<file path="src/rtl/exc_syn_pkg.sv">
package exc_syn_pkg;
    localparam int SYN_W = 32;

    typedef enum logic [1:0] {
        IT_PROGRAM = 2'd0,
        IT_ALIGN   = 2'd1,
        IT_DSTORE  = 2'd2,
        IT_DTLB    = 2'd3
    } itype_e;

    // register bit positions (architectural bit b maps to 63-b)
    localparam int B_ILLEGAL = 27;
    localparam int B_PRIV    = 26;
    localparam int B_TRAP    = 25;
    localparam int B_STORE   = 23;
    localparam int B_DLOCK   = 21;
    localparam int B_ILOCK   = 20;

    localparam logic [SYN_W-1:0] DEF_MASK =
        (SYN_W'(1) << B_ILLEGAL) | (SYN_W'(1) << B_PRIV) | (SYN_W'(1) << B_TRAP) |
        (SYN_W'(1) << B_STORE)   | (SYN_W'(1) << B_DLOCK) | (SYN_W'(1) << B_ILOCK);

    typedef struct packed {
        logic [SYN_W-1:0] syn;
    } syn_state_t;
endpackage

</file>
<file path="src/rtl/exc_lock_check.sv">
module exc_lock_check (
    input  logic is_dlock_i,
    input  logic is_ilock_i,
    input  logic msr_user_i,
    input  logic msr_ulock_en_i,
    output logic dlock_viol_o,
    output logic ilock_viol_o
);
    logic user_locked_out;

    always_comb begin
        user_locked_out = msr_user_i & ~msr_ulock_en_i;
        dlock_viol_o    = is_dlock_i & user_locked_out;
        ilock_viol_o    = is_ilock_i & user_locked_out;
    end

    always_comb begin

        dlock_viol_user_chk: assert (!dlock_viol_o || (msr_user_i && !msr_ulock_en_i));
    end
endmodule

</file>
<file path="src/rtl/exc_vec_gate.sv">
module exc_vec_gate #(
    parameter bit GATE_SCALAR_FP = 1'b1
) (
    input  logic vec_hi_i,
    input  logic scalar_fp_i,
    input  logic msr_vec_avail_i,
    output logic vec_unavail_o
);
    logic trigger;

    generate
        if (GATE_SCALAR_FP) begin : g_with_scalar
            always_comb trigger = vec_hi_i | scalar_fp_i;
        end else begin : g_vec_only
            always_comb trigger = vec_hi_i;
        end
    endgenerate

    always_comb vec_unavail_o = trigger & ~msr_vec_avail_i;

    always_comb begin

        vec_avail_blocks_chk: assert (!(vec_unavail_o && msr_vec_avail_i));
    end
endmodule

</file>
<file path="src/rtl/exc_syn_builder.sv">
module exc_syn_builder
    import exc_syn_pkg::*;
(
    input  logic [1:0]       itype_i,
    input  logic             is_illegal_i,
    input  logic             is_priv_i,
    input  logic             is_trap_i,
    input  logic             is_store_i,
    input  logic             dlock_viol_i,
    input  logic             ilock_viol_i,
    output logic [SYN_W-1:0] word_o
);
    itype_e ty;

    always_comb begin
        ty     = itype_e'(itype_i);
        word_o = '0;
        case (ty)
            IT_PROGRAM: begin
                word_o[B_ILLEGAL] = is_illegal_i;
                word_o[B_PRIV]    = is_priv_i;
                word_o[B_TRAP]    = is_trap_i;
            end
            IT_DSTORE: begin
                word_o[B_STORE] = is_store_i;
                word_o[B_DLOCK] = dlock_viol_i;
                word_o[B_ILOCK] = ilock_viol_i;
            end
            default: begin
                word_o[B_STORE] = is_store_i;
            end
        endcase
    end
endmodule

</file>
<file path="src/rtl/exc_syndrome_gen.sv">
module exc_syndrome_gen
    import exc_syn_pkg::*;
#(
    parameter bit GATE_SCALAR_FP = 1'b1
) (
    input  logic        clk,
    input  logic        rst_n,
    input  logic        take_i,
    input  logic [1:0]  itype_i,
    input  logic        is_illegal_i,
    input  logic        is_priv_i,
    input  logic        is_trap_i,
    input  logic        is_store_i,
    input  logic        is_dlock_i,
    input  logic        is_ilock_i,
    input  logic        vec_hi_i,
    input  logic        scalar_fp_i,
    input  logic        msr_user_i,
    input  logic        msr_ulock_en_i,
    input  logic        msr_vec_avail_i,
    input  logic        csr_we_i,
    input  logic [31:0] csr_wdata_i,
    output logic [31:0] syn_o,
    output logic        dsi_lock_o,
    output logic        vec_unavail_o
);
    syn_state_t       st_d, st_q;
    logic             dlock_viol, ilock_viol;
    logic [SYN_W-1:0] take_word;

    exc_lock_check u_lock (
        .is_dlock_i     (is_dlock_i),
        .is_ilock_i     (is_ilock_i),
        .msr_user_i     (msr_user_i),
        .msr_ulock_en_i (msr_ulock_en_i),
        .dlock_viol_o   (dlock_viol),
        .ilock_viol_o   (ilock_viol)
    );

    exc_vec_gate #(.GATE_SCALAR_FP(GATE_SCALAR_FP)) u_vec (
        .vec_hi_i        (vec_hi_i),
        .scalar_fp_i     (scalar_fp_i),
        .msr_vec_avail_i (msr_vec_avail_i),
        .vec_unavail_o   (vec_unavail_o)
    );

    exc_syn_builder u_build (
        .itype_i      (itype_i),
        .is_illegal_i (is_illegal_i),
        .is_priv_i    (is_priv_i),
        .is_trap_i    (is_trap_i),
        .is_store_i   (is_store_i),
        .dlock_viol_i (dlock_viol),
        .ilock_viol_i (ilock_viol),
        .word_o       (take_word)
    );

    always_comb begin
        st_d = st_q;
        if (take_i) begin
            st_d.syn = take_word;
        end else if (csr_we_i) begin
            st_d.syn = csr_wdata_i & DEF_MASK;
        end
    end

    always_ff @(posedge clk) begin
        if (!rst_n) st_q <= '0;
        else        st_q <= st_d;
    end

    assign syn_o      = st_q.syn;
    assign dsi_lock_o = dlock_viol | ilock_viol;


    reserved_zero_chk: assert property (@(posedge clk) disable iff (!rst_n)
        (syn_o & ~DEF_MASK) == '0);


    prog_no_store_chk: assert property (@(posedge clk) disable iff (!rst_n)
        (take_i && itype_i == IT_PROGRAM) |=> (syn_o[B_STORE] == 1'b0 && syn_o[B_DLOCK] == 1'b0));


    lock_only_dsi_chk: assert property (@(posedge clk) disable iff (!rst_n)
        (take_i && itype_i != IT_DSTORE) |=> (syn_o[B_DLOCK] == 1'b0 && syn_o[B_ILOCK] == 1'b0));


    hold_idle_chk: assert property (@(posedge clk) disable iff (!rst_n)
        (!take_i && !csr_we_i) |=> $stable(syn_o));


    lock_req_user_chk: assert property (@(posedge clk) disable iff (!rst_n)
        dsi_lock_o |-> (msr_user_i && !msr_ulock_en_i));
endmodule

</file>
<file path="config.mk">
export PLATFORM = sky130hd
export DESIGN_NAME = exc_syndrome_gen
export DESIGN_NICKNAME = d
export VERILOG_FILES = /design/src/rtl/exc_syn_pkg.sv /design/src/rtl/exc_lock_check.sv /design/src/rtl/exc_vec_gate.sv /design/src/rtl/exc_syn_builder.sv /design/src/rtl/exc_syndrome_gen.sv
export SDC_FILE = /design/constraint.sdc
export NUM_CORES = 1
export LEC_CHECK = 0
export ABC_AREA = 0
export BUFFER_PORTS_ARGS = -buffer_cell sky130_fd_sc_hd__buf_2
export CAP_MARGIN = 20
export CORE_ASPECT_RATIO = 1.5
export CORE_MARGIN = 4
export CORE_UTILIZATION = 43
export CTS_CLUSTER_SIZE = 12
export DETAILED_ROUTE_END_ITERATION = 12
export GPL_ROUTABILITY_DRIVEN = 0
export HOLD_SLACK_MARGIN = 0.1
export PLACE_DENSITY = 0.82
export SETUP_SLACK_MARGIN = 0.4
export SYNTH_ARGS = -nofsm -noshare
export SYNTH_HDL_FRONTEND = slang
export SYNTH_HIERARCHICAL = 1
export SYNTH_SLANG_ARGS = --single-unit
</file>
<file path="constraint.sdc">
create_clock -name clk -period 0.8 [get_ports clk]
set_input_delay 0.12 -clock clk [delete_from_list [all_inputs] [get_ports clk]]
set_output_delay 0.12 -clock clk [all_outputs]
set_load 0.02 [all_outputs]
</file>
# After elaboration in Yosys (flattened, before gate mapping)
# Cells that the tools add are included.
# word_totals
wordCells,17
out_inout_bits,34
inputBits,49
register_bits,6
# op_classes
bitwise,8
n_reduce_logical,2
eq_ne,1
mux,5
# ops
cell,count
2-to-1 mux 28 bit,2
bitwise AND 1 bit,4
2-to-1 mux 3 bit,1
== test 2 bit (second input constant),1
logical NOT 2 bit,1
2-to-1 mux 2 bit,1
inverter 1 bit,2
bitwise OR 1 bit,2
nonzero test 2 bit,1
2-to-1 mux 1 bit,1

# Depth between registers and ports, before layout
# Gate-level depths: netlist of the first run.
# depth
word_depth,5
ltp_mapped,5

# Modules after synthesis
# The synthesis of the first run kept the hierarchy.
# by_module_without_submodules
module,cells_each,area_each_um2,n_inst
exc_syndrome_gen,142,1410.1,1
exc_syn_builder,33,246.5,1
exc_lock_check,2,17.5,1
exc_vec_gate,1,10.0,1

# Worst setup path before layout of the first run
# Ideal clock, no wire load.
# synth_timing
path_type,reg2reg
startpoint,"register, netlist name syn_o[18]"
endpoint,"register, netlist name syn_o[18]"
required_ns,0.730
arrival_ns,0.889
period_less_slack_ns,0.959
path_buffers,0
slack_ns,-0.159
path_stages_with_launch,3
cell_sequence,dfxtp_1 > or3b_1 > a21boi_1

==> results.cfg, run 1 <==
[status]
status = finished, violations left
violations = negative setup slack

[floorplanning]
start_util = 0.4532
rows = 27
core_area_um2 = 3716
dieArea_um2 = 5003
ios = 83
die_height_um = 84.65
die_w_um = 59.10

[clock_tree]
clockRootBuffer = clkbuf_8
cts.clk_slew.worst_paths_ps = 60
clk_path_buf_depth = 2
tritoncts = built
cts_hold_buffers = 0
clk_latency_ps = 280
htree_num_levels = 2
cts_inserted_buffers = 5
cts.sinks = 32

[synthesis]
yosys_warnings = 6
synthTopCellsByArea = dfxtp_1, or3b_1, a21boi_1
async_flop_share = 0
syn_inst = 178
ys_seq_area_frac = 0.3804
syn_avg_cell_area_um2 = 9.461
ys_top_cells_by_count = dfxtp_1, a21boi_1, buf_4, nand2_1, or3b_1
yosysTopAreaCell = dfxtp_1
synth_edf_count = 0
synth_cell_types = 18
syn_area_um2 = 1684
ys_ff_latch = 32
synth_top_area_share = 0.3804
yosysMostFrequentCell = dfxtp_1
ys.flop_type = dfxtp_1

[timing]
clock_skew_ps = 0
postLayoutSetupSlackWorst_ps = -169.5
slew_violations = 0
setup_viol = 65
post-route-period-util = 1.212
rsz0062_at_grt = true
min_period_ps = 969.5
fin_setup_tns_ps = -5819
fmax_mhz = 1031
whs_ps = 188.1
report.final.hold_viol_count = 0

[global_routing]
antenna_found_initial = 0
grt_pass1_vias = 1346
grt_use_total = 0.1542
grt_pass1_wl_mm = 6.037
grt.overflow.total = 0
grt_max_degree = 40

[routing]
drt-total-wl_mm = 3.585
drtAntennaViolNets = 0
vias = 1321
first_pass_iters = 4
drt-initial-drc-count = 16
drc_errors = 0
viasPerCell = 4.540
routedWlPerCell_um = 12.32

[cells_and_area]
nets = 296
diodes = 0
area_delta_synth_final_pct = 50.52
drive_gt1_frac = 0.5081
largest_reg_flops = 32
design_area_um2 = 2535

[critical_path]
cp_slowest_cell = dfxtp_4
worstPathMaxFanout = 2
path_common_cell = buf_6
critPathMaxStageDelay_ps = 340
startpoint = syn_o[4]
r2r_start = syn_o[13]
crit_arrival_ps = 850
start_kind = flop
reg2reg_to = syn_o[13]
rrSetupSlack_ps = -110
worstPathRequired_ps = 680
critPathCaptureType = primary output
path_class = reg2out
r2r_cells = 2
crit_chain = buf_6 > buf_6

[pwr]
power_density_nw_per_um2 = 1434
p_leak_nw = 1.175
ir_worst_vdd_uv = 1105

[min_path]
holdPathEnd = syn_o[23]
hold_path_class = in2reg
whs_path_depth = 3
hp-start = csr_wdata_i[23]

[place]
hpwl_mm = 2.381
io_buffers = 56
placed_cell_area_um2 = 2143

[flow_run]
drv_cap = 0
## worst max-delay path by stage
stage | endpoint | slack [ps] | cells after the start
5_1_grt | syn_o[4] | -190 | 2
3_3_place_gp | syn_o[8] | -250 | 4
4_1_cts | syn_o[4] | -180 | 2
2_1_floorplan | syn_o[23] | -110 | 2
3_5_place_dp | syn_o[3] | -280 | 4
6_report | syn_o[4] | -170 | 2
## kinds of logic after synthesis
| logic type | Yosys count | synth area share |
|---|---|---|
| buffers and inverters | 39 | 0.1620 |
| AO/OA/AOI/OAI | 34 | 0.1620 |
| AND/OR/NAND/NOR | 66 | 0.2533 |
| multiplexers | 6 | 0.04012 |
| flip-flops | 32 | 0.3804 |
| other | 1 | 0.002227 |
## worst max-delay path, delay by kind of cell, from the launching register on
family	cells	cell delay, ps
flip-flops	1	340
buffers and inverters	2	230
## cells in the final DEF (no fill, tap or decap), drive strengths merged
master   n
buf     76
dfxtp   32
nand2   26
conb    26
a21boi  26
or3b    26
clkbuf   7
nand2b   6
o211a    6
mux2     6
and3b    4
nor3b    3
or2      1
clkinv   1
o21a     1
o21ba    1
## power by group
group          total [mW]  internal [mW]  switching [mW]
logic               0.790          0.448           0.342
registers            1.68           1.63          0.0546
clock network        1.16          0.605           0.560
total                3.64           2.68           0.957
## repair_timing
action	CTS	global route
endpoints found under the setup margin	66	66
pin swaps	5	4
buffers inserted	2	0
gates resized for setup	80	8
## area by class of cell
cell class,count,area (µm²)
fillers,298,1181
clock inverters,1,3.754
repair buffers,76,737.0
multi-input cells,132,903.4
flip-flops and latches,32,760.7
clock buffers,7,76.32
well taps,43,53.80
## through the flow
step	std cells	power [mW]	utilization	setup WS, ps
after floorplan	203	2.185	-	-109.4
after global placement	281	2.323	0.5768	-253.1
after detailed placement	281	2.334	0.5768	-281.8
after CTS	291	3.657	0.6731	-179.7
after global routing	291	3.821	0.6822	-193.5
final	291	3.636	0.6822	-169.5
## layer usage
layer | vias to the layer above | routed length (µm) | global-route usage
met3 | 6 | 137 | 0.03231
met2 | 34 | 1876 | 0.2646
met1 | 585 | 1470 | 0.1713
li1 | 696 | - | -
met4 | 0 | 101 | 0.08247
met5 | - | 0 | 0
Note: power is estimated with default switching activity, not from simulation.
==> inputs of run 2 (changes only) <==
--- a/config.mk
+++ b/config.mk
@@ -10,12 +10,12 @@
 export CAP_MARGIN = 20
 export CORE_ASPECT_RATIO = 1.5
 export CORE_MARGIN = 4
-export CORE_UTILIZATION = 43
+export CORE_UTILIZATION = 51
 export CTS_CLUSTER_SIZE = 12
 export DETAILED_ROUTE_END_ITERATION = 12
 export GPL_ROUTABILITY_DRIVEN = 0
 export HOLD_SLACK_MARGIN = 0.1
-export PLACE_DENSITY = 0.82
+export PLACE_DENSITY = 0.91
 export SETUP_SLACK_MARGIN = 0.4
 export SYNTH_ARGS = -nofsm -noshare
 export SYNTH_HDL_FRONTEND = slang
==> constraint.sdc (replaced) <==
create_clock -name clk -period 1.3 [get_ports clk]
set_input_delay 0.195 -clock clk [delete_from_list [all_inputs] [get_ports clk]]
set_output_delay 0.195 -clock clk [all_outputs]
set_load 0.02 [all_outputs]
==> run 2 against run 1 <==
Compared with the run above: core utilization grew 4.0 points; flip-flop and latch count unchanged; the run now ends clean; highest routed layer unchanged; sequential power is 36% lower; largest power group unchanged; routed wire length decreased by 3.5%; critical endpoint is now dsi_lock_o; largest cell class unchanged; final area down 10%.
==> results.cfg, run 2 (same netlist as run 1, synthesis figures left out) <==
[status]
status = complete, no violations

[pwr]
p_switching_mw = 0.5785
power.internal_mw = 1.633
p_clk_frac = 0.325
p_seq_frac = 0.482
p_total_mw = 2.212
p_sw_frac = 0.2616
p_leak_nw = 1.067
combPwrFrac = 0.193
ir_worst_vdd_uv = 852.5
power_density_nw_per_um2 = 969.7

[timing]
postLayoutSetupSlackWorst_ps = 268.6
rsz0062_at_grt = true
clock_skew_ps = 0
fin_setup_tns_ps = 0
setup_viol = 0
slew_violations = 0
fmax_mhz = 969.5
post-route-period-util = 0.7934
min_period_ps = 1031
report.final.hold_viol_count = 0

[place]
placed_cell_area_um2 = 1953
io_buffers = 56
place_ws_ps = 75.89
hpwl_mm = 2.278

[cells_and_area]
largest_reg_flops = 32
final_common_cell = buf_6
layout_common_cells = buf_6, nand2_1, or3b_1, conb_1, dfxtp_2
area_delta_synth_final_pct = 35.44
ff_latch_area_um2 = 700.7
diodes = 0
drive_gt1_frac = 0.4698
fillCellCount = 243
design_area_um2 = 2281
nets = 280
multi_input_area_um2 = 897.1
utilization = 0.7220

[critical_path]
r2r_start = syn_o[23]
start_kind = primary input
r2r_cells = 2
reg2reg_to = syn_o[23]
worstPathMaxFanout = 2
crit_chain = buf_6 > and3b_1 > or2_4 > buf_6
cp_slowest_cell = or2_4
worstPathRequired_ps = 1110
path_common_cell = buf_6
critPathMaxStageDelay_ps = 250
crit_arrival_ps = 840
path_class = in2out
rrSetupSlack_ps = 390
critPathCaptureType = primary output

[floorplanning]
dieArea_um2 = 4305
start_util = 0.5331
die_w_um = 54.92
core_area_um2 = 3159
ios = 83
rows = 25
die_height_um = 78.38

[global_routing]
grt.overflow.total = 0
grt_max_degree = 35
grt_pass1_vias = 1288
grt_pass1_wl_mm = 5.589
antenna_found_initial = 0
grt_use_total = 0.1790

[clock_tree]
clk_latency_ps = 280
postCtsSetupRepairBufs = 0
cts_hold_buffers = 0
clk_path_buf_depth = 2
tritoncts = built
clockRootBuffer = clkbuf_8
cts.sinks = 32
htree_num_levels = 2
cts.clk_slew.worst_paths_ps = 60
cts_inserted_buffers = 5

[routing]
drc_errors = 0
routedWlPerCell_um = 12.72
drt-initial-drc-count = 11
drt-total-wl_mm = 3.460
first_pass_iters = 3
viasPerCell = 4.717
drtAntennaViolNets = 0
vias = 1283

[min_path]
hp-start = csr_wdata_i[25]
hold_path_class = in2reg
whs_path_depth = 3
holdPathEnd = syn_o[25]

[flow_run]
drv_cap = 0
[run 2: changes by cell type in the layout (fill, tap and decap cells not counted), sizes merged]
cell / previous run / this run
buf: 76 / 60
[run 2: repair_timing]
item,in CTS,in global routing
endpoints found under the setup margin,37,62
hold endpoints to repair,0,0
gates resized for setup,69,6
pin swaps,3,9
[run 2: worst max path at each step]
stage                     from          to  slack, ps
floorplan               take_i   syn_o[18]        370
global placement      csr_we_i    syn_o[6]        130
CTS                 msr_user_i  dsi_lock_o        270
finish              is_ilock_i  dsi_lock_o        270
detailed placement    csr_we_i   syn_o[12]         80
global route        is_ilock_i  dsi_lock_o        250
[run 2: final cells by class]
cell class	instances	share of cell area
multi-input cells	132	0.3933
clock inverters	1	0.002194
clock buffers	7	0.03346
flip-flops and latches	32	0.3072
well taps	40	0.02194
repair buffers	60	0.2419
[run 2: per-layer routing]
metal  share of wire  GRT usage
met1            0.39     0.1979
met2            0.53     0.2915
met3           0.053    0.05693
met4           0.023    0.09489
met5               0          0
[run 2: critical path, delay by kind of cell]
kind | cells | cell delay [ps]
buffers and inverters | 2 | 220
and+or+nand+nor | 2 | 430
[run 2: metrics by stage]
stage / std cells / hold WS [ps]
2_1_floorplan: 203 / 342.9
3_3_place_gp: 264 / 531.8
3_5_place_dp: 264 / 532.3
4_1_cts: 272 / 245.3
5_1_grt: 272 / 250.3
6_report: 272 / 254.2
[run 2: power groups by stage]
| stage | Combinational, mW | Sequential [mW] | Clock, mW |
|---|---|---|---|
| global placement | 0.345 | 1.07 | 0 |
| floorplan | 0.239 | 1.14 | 0 |
| global route | 0.464 | 1.07 | 0.791 |
| finish | 0.428 | 1.07 | 0.719 |
| CTS | 0.418 | 1.07 | 0.747 |
| detailed placement | 0.352 | 1.07 | 0 |
